$ cat config.mk
export PLATFORM = sky130hd
export DESIGN_NAME = dram_refresh_sched
export DESIGN_NICKNAME = d
export VERILOG_FILES = /design/src/rtl/dram_refresh_pkg.sv /design/src/rtl/refresh_interval_timer.sv /design/src/rtl/refresh_strobe_seq.sv /design/src/rtl/dram_refresh_sched.sv
export SDC_FILE = /design/constraint.sdc
export NUM_CORES = 1
export LEC_CHECK = 0
export BUFFER_PORTS_ARGS = -buffer_cell sky130_fd_sc_hd__buf_2
export CAP_MARGIN = 5
export CORE_UTILIZATION = 42
export DETAILED_ROUTE_END_ITERATION = 10
export GPL_TIMING_DRIVEN = 0
export PLACE_DENSITY = 0.62
export SLEW_MARGIN = 20
export SYNTH_ARGS = -nofsm -noshare
export SYNTH_HDL_FRONTEND = slang
export SYNTH_SLANG_ARGS = --single-unit
$ cat constraint.sdc
create_clock -name clk -period 4.9 [get_ports clk]
set_input_delay 0.245 -clock clk [delete_from_list [all_inputs] [get_ports clk]]
set_output_delay 0.245 -clock clk [all_outputs]
set_load 0.03 [all_outputs]
$ cat src/rtl/dram_refresh_pkg.sv
package dram_refresh_pkg;
  typedef enum logic [1:0] {
    SEQ_IDLE = 2'd0,
    SEQ_CAS  = 2'd1,
    SEQ_RAS  = 2'd2
  } seq_state_t;
endpackage

$ cat src/rtl/refresh_interval_timer.sv
module refresh_interval_timer #(
  parameter int INTERVAL_W = 16
) (
  input  logic                  clk,
  input  logic                  rst,
  input  logic                  enable,
  input  logic [INTERVAL_W-1:0] interval,
  input  logic                  consume,
  output logic                  pending
);
  logic [INTERVAL_W-1:0] count_q;
  logic                  pend_q;
  logic                  active;
  logic                  expire;

  assign active = enable && (interval != '0);
  assign expire = active && (count_q == interval - INTERVAL_W'(1));

  always_ff @(posedge clk) begin
    if (rst) begin
      count_q <= '0;
      pend_q  <= 1'b0;
    end else if (!active) begin
      count_q <= '0;
      pend_q  <= 1'b0;
    end else begin
      // reload on expiry regardless of service
      count_q <= expire ? '0 : count_q + INTERVAL_W'(1);
      // expiry wins over consume; extra expiries merge
      if (expire)       pend_q <= 1'b1;
      else if (consume) pend_q <= 1'b0;
    end
  end

  assign pending = pend_q;

  // nothing may be pending one cycle after the counter was inactive
  assert_idle_clear_R3: assert property (@(posedge clk) disable iff (rst)
    !active |=> !pend_q);
  // the counter never runs past the programmed interval
  assert_no_overrun_R8: assert property (@(posedge clk) disable iff (rst)
    active |-> (count_q < interval));
endmodule

$ cat src/rtl/refresh_strobe_seq.sv
module refresh_strobe_seq
  import dram_refresh_pkg::*;
#(
  parameter int NUM_BANKS = 4,
  parameter int RASW_W    = 4
) (
  input  logic                 clk,
  input  logic                 rst,
  input  logic                 start,
  input  logic [RASW_W-1:0]    width,
  output logic [NUM_BANKS-1:0] ras_n,
  output logic                 cas_n,
  output logic                 busy,
  output logic                 idle
);
  localparam int TW = $clog2(NUM_BANKS + (1 << RASW_W) + 2);

  seq_state_t          state_q;
  logic [TW-1:0]       step_q;
  logic [RASW_W-1:0]   width_q;
  logic [NUM_BANKS-1:0] ras_q;
  logic                cas_q;
  logic                busy_q;
  logic [TW-1:0]       release_at;

  assign release_at = TW'(NUM_BANKS - 1) + TW'(width_q);

  always_ff @(posedge clk) begin
    if (rst) begin
      state_q <= SEQ_IDLE;
      step_q  <= '0;
      width_q <= RASW_W'(1);
      ras_q   <= '1;
      cas_q   <= 1'b1;
      busy_q  <= 1'b0;
    end else begin
      case (state_q)
        SEQ_IDLE: begin
          if (start) begin
            state_q <= SEQ_CAS;
            cas_q   <= 1'b0;
            busy_q  <= 1'b1;
            // zero width is stretched to one clock
            width_q <= (width == '0) ? RASW_W'(1) : width;
          end
        end
        SEQ_CAS: begin
          ras_q[0] <= 1'b0;
          step_q   <= TW'(1);
          state_q  <= SEQ_RAS;
        end
        SEQ_RAS: begin
          if (step_q == release_at) begin
            ras_q   <= '1;
            cas_q   <= 1'b1;
            busy_q  <= 1'b0;
            state_q <= SEQ_IDLE;
          end else begin
            step_q <= step_q + TW'(1);
            for (int k = 1; k < NUM_BANKS; k++) begin
              if (step_q == TW'(k)) ras_q[k] <= 1'b0;
            end
          end
        end
        default: state_q <= SEQ_IDLE;
      endcase
    end
  end

  assign ras_n = ras_q;
  assign cas_n = cas_q;
  assign busy  = busy_q;
  assign idle  = (state_q == SEQ_IDLE);

  // any RAS low requires CAS low
  assert_cas_first_R4: assert property (@(posedge clk) disable iff (rst)
    (ras_q != '1) |-> !cas_q);
  // bank 0 falls one clock after CAS did
  assert_cas_lead_R4: assert property (@(posedge clk) disable iff (rst)
    $fell(ras_q[0]) |-> ($past(!cas_q) && $past(ras_q == '1)));
  // strobes release together after every bank was low
  assert_joint_release_R6: assert property (@(posedge clk) disable iff (rst)
    $rose(cas_q) |-> ((ras_q == '1) && $past(ras_q == '0)));
  // busy tracks CAS
  assert_busy_cas_R9: assert property (@(posedge clk) disable iff (rst)
    busy_q == !cas_q);

  genvar g;
  generate
    for (g = 1; g < NUM_BANKS; g++) begin : g_order
      // bank g falls only after bank g-1 was already low
      assert_stagger_R5: assert property (@(posedge clk) disable iff (rst)
        $fell(ras_q[g]) |-> ($past(!ras_q[g-1]) && $past(ras_q[g])));
    end
  endgenerate
endmodule

$ cat src/rtl/dram_refresh_sched.sv
module dram_refresh_sched #(
  parameter int NUM_BANKS  = 4,
  parameter int INTERVAL_W = 16,
  parameter int RASW_W     = 4
) (
  input  logic                  clk,
  input  logic                  rst,
  input  logic                  enable,
  input  logic [INTERVAL_W-1:0] cfg_interval,
  input  logic [RASW_W-1:0]     cfg_ras_width,
  input  logic                  acc_busy,
  input  logic                  acc_done,
  output logic [NUM_BANKS-1:0]  ras_n,
  output logic                  cas_n,
  output logic                  ref_busy
);
  logic pending;
  logic seq_idle;
  logic start;
  logic bus_free;

  assign bus_free = !acc_busy || acc_done;
  assign start    = seq_idle && pending && enable && bus_free;

  refresh_interval_timer #(.INTERVAL_W(INTERVAL_W)) u_timer (
    .clk      (clk),
    .rst      (rst),
    .enable   (enable),
    .interval (cfg_interval),
    .consume  (start),
    .pending  (pending)
  );

  refresh_strobe_seq #(.NUM_BANKS(NUM_BANKS), .RASW_W(RASW_W)) u_seq (
    .clk   (clk),
    .rst   (rst),
    .start (start),
    .width (cfg_ras_width),
    .ras_n (ras_n),
    .cas_n (cas_n),
    .busy  (ref_busy),
    .idle  (seq_idle)
  );

  // a refresh begins only when the access bus was free
  assert_defer_access_R7: assert property (@(posedge clk) disable iff (rst)
    $fell(cas_n) |-> $past(!acc_busy || acc_done));
  // a refresh begins only when enabled with a non-zero interval
  assert_enabled_start_R3: assert property (@(posedge clk) disable iff (rst)
    $fell(cas_n) |-> $past(enable && (cfg_interval != '0)));
endmodule

==> out/metrics.yaml <==
floorplanning:
  coreArea_sq_um: 5140
  rows: 26
  chipWidth_um: 75.09
  start_util: 0.4365
  die-area_sq_um: 5638
  die_y_um: 75.09
  ios: 31
cts:
  cts.sink_count: 34
  clockBufferDepth: 2
  cts_tree: "built"
  cts_hold_buffers: 0
  clk_pin_slew_worst_paths_ps: 80
  cts_max_level: 2
  cts_resized: 0
  cts_setup_buffers: 0
  cts_buffers: 5
  clock-root-buffer: "clkbuf_8"
  clk_latency_ps: 290
layout:
  nets: 336
  syn2layout_area_growth_pct: 14.95
  final_cell_mix: "dfxtp_1 (34), buf_2 (29), xnor2_1 (26), nand2_1 (25), nor2_1 (22)"
  drive_gt1_frac: 0.1895
  fin_area_sq_um: 2579
  final_util: 0.5017
  final_common_cell: "dfxtp_1"
  diodes: 0
  final_cells: 376
  nFillCells: 519
hold_path:
  hp-class: "in2reg"
worst_setup_path:
  path_cells: "buf_2, or3_1, or4_4, a211oi_2, o211ai_2, nor4_4, buf_6, nor3_1"
  cp.arrival_ps: 2650
  crit_path_end_kind: "flip-flop"
  cp-start-kind: "input port"
  crit_path_max_fanout: 10
  critical_path.max_stage_delay_ps: 540
  worstSetupPathType: "in2reg"
  cp_slowest_cell: "or4_4"
  critPathRequiredTime_ps: 5040
power:
  leakage_nw: 0.9462
  p_per_area_nw_per_um2: 217.2
  vdd_ir_drop_max_mv: 0.1993
yosys:
  synth_area_per_cell_sq_um: 8.340
  async_reset_ff_frac: 0
  synth_cell_types: 53
  synth_top_family_by_area: "simple AND/OR/NAND/NOR gates"
  synth-xor-area-share: 0.1405
  synth_compound_area_frac: 0.1422
  netlist_area_sq_um: 2243
  syn_nets: 300
  synthMuxAreaShare: 0.02287
  yosysSeqAreaShare: 0.3034
  synth_edf_count: 0
  synth-adder-area-share: 0.03346
  synth_simple_gate_area_frac: 0.3157
  ys_seq_elements: 34
  yosys_warnings: 0
  synthFlopType: "dfxtp_1"
  syn_inst: 269
sta:
  worst_pin_slew_ps: 823.1
  rsz0062_at_grt: "no"
  post-route-period-util: 0.5108
  holdWs_ps: 210.0
  fmax_mhz: 399.5
  drv_slew: 0
  slew_headroom: 0.4476
  final_hold_viol_count: 0
  fin_crit_ps: 2503
  fin_worst_skew_ps: 6.089
  setup_viol: 0
  tns_ps: 0
placed_design:
  postPlaceCellArea_sq_um: 2484
  dpl.hpwl_um: 3868
  place_congestion: 0.8421
  dp.cells: 368
  numPortBuffers: 29
detailed_routing:
  ant_nets: 0
  wire_per_inst_um: 13.81
  viasPerCell: 5.412
  vias: 2035
  wl_um: 5194
  dr.first_iter.drc_count: 116
  drc: 0
  dr.pass1.iters: 4
flow_run:
  cap_violations: 0
global_routing:
  grt_pass1_wl_um: 8252
  antenna_found_initial: 0
  grt.overflow.total: 0
  grt_pass1_vias: 1764
  grt_max_degree: 12
  grt_use_total: 0.1961
status:
  status: "complete, no violations"
[where the power goes]
group	leakage [nW]	total [mW]	switching [mW]	internal, mW
clock	0.0472	0.224	0.111	0.113
combinational	0.625	0.0563	0.0329	0.0235
sequential	0.274	0.280	0.00232	0.278
total	0.946	0.560	0.146	0.414
[area by class of cell]
type / instances / area [sq um] / share of cell area
timing repair buffer: 29 / 145.1 / 0.05628
buffer: 8 / 45.04 / 0.01747
tap: 70 / 87.58 / 0.03396
multi-input combinational: 214 / 1476 / 0.5725
clock buffer: 6 / 82.58 / 0.03202
clock inverter: 2 / 12.51 / 0.004852
sequential: 34 / 680.7 / 0.2639
inverter: 13 / 48.80 / 0.01892
[synth_stat cells, drive strengths merged, types with 3 or more instances]
| cell | n | area, sq um |
|---|---|---|
| nand4b | 4 | 35.03 |
| nor3b | 3 | 22.52 |
| nand3 | 12 | 60.06 |
| nor2 | 22 | 82.58 |
| xor2 | 10 | 87.58 |
| nor2b | 5 | 31.28 |
| nand4 | 6 | 37.54 |
| and3 | 3 | 18.77 |
| o21ai | 6 | 30.02 |
| o311ai | 4 | 35.04 |
| dfxtp | 34 | 680.7 |
| nor4 | 6 | 52.55 |
| a21oi | 7 | 35.03 |
| nand2 | 25 | 93.84 |
| nand2b | 4 | 25.02 |
| a211oi | 3 | 27.52 |
| mux2i | 4 | 40.04 |
| or3 | 5 | 37.54 |
| xnor2 | 26 | 227.7 |
| inv | 13 | 48.80 |
| o211ai | 5 | 42.54 |
| a31oi | 5 | 31.28 |
| clkbuf | 6 | 22.52 |
| nor3 | 20 | 140.1 |
| ha | 6 | 75.07 |
[flip-flops by register name (all words and copies together) (netlist names)]
register         flops
u_seq.step_q         5
u_seq.state_q        2
u_seq.width_q        4
u_seq.ras_n          4
u_seq.cas_n          1
u_timer.count_q     16
u_timer.pending      1
u_seq.busy           1
[per-layer routing]
| layer | global-route usage | up-vias | wire length, um |
|---|---|---|---|
| li1 | - | 1045 | - |
| met1 | 0.2482 | 943 | 2449 |
| met2 | 0.3313 | 41 | 2520 |
| met3 | 0.04016 | 6 | 169 |
| met4 | 0.06709 | 0 | 55 |
| met5 | 0 | - | 0 |
[per-stage QoR]
stage          setup WS (ps)  total power [mW]
2_1_floorplan           2435            0.3175
4_1_cts                 2403            0.5668
6_report                2397            0.5602
3_3_place_gp            1854            0.3408
5_1_grt                 2286            0.5828
3_5_place_dp            2104            0.3420
[critical path: cells and delay by family]
family,cells,cell delay [ps]
AOI/OAI and AO/OA,2,390
buffers and inverters,2,380
and+or+nand+nor,4,1620
[kinds of logic after synthesis]
family                     Yosys count
DFF                                 34
AOI/OAI and AO/OA                   44
buffers and inverters               21
adders and majority gates            6
xor gates and xnor gates            36
muxes                                5
and+or+nand+nor                    123
[path summary, 6_finish.rpt]
path	startpoint	to	slack (ps)	cells after the start
worst min register to register	u_seq.ras_n[1]	u_seq.ras_n[1]	440	2
worst max register to register	u_seq.width_q[0]	u_seq.busy	2550	8
worst min-delay path	cfg_ras_width[1]	u_seq.width_q[1]	210	3
worst max-delay path	cfg_interval[0]	u_timer.count_q[7]	2400	8
No activity file was read; power rests on OpenSTA's default activity.
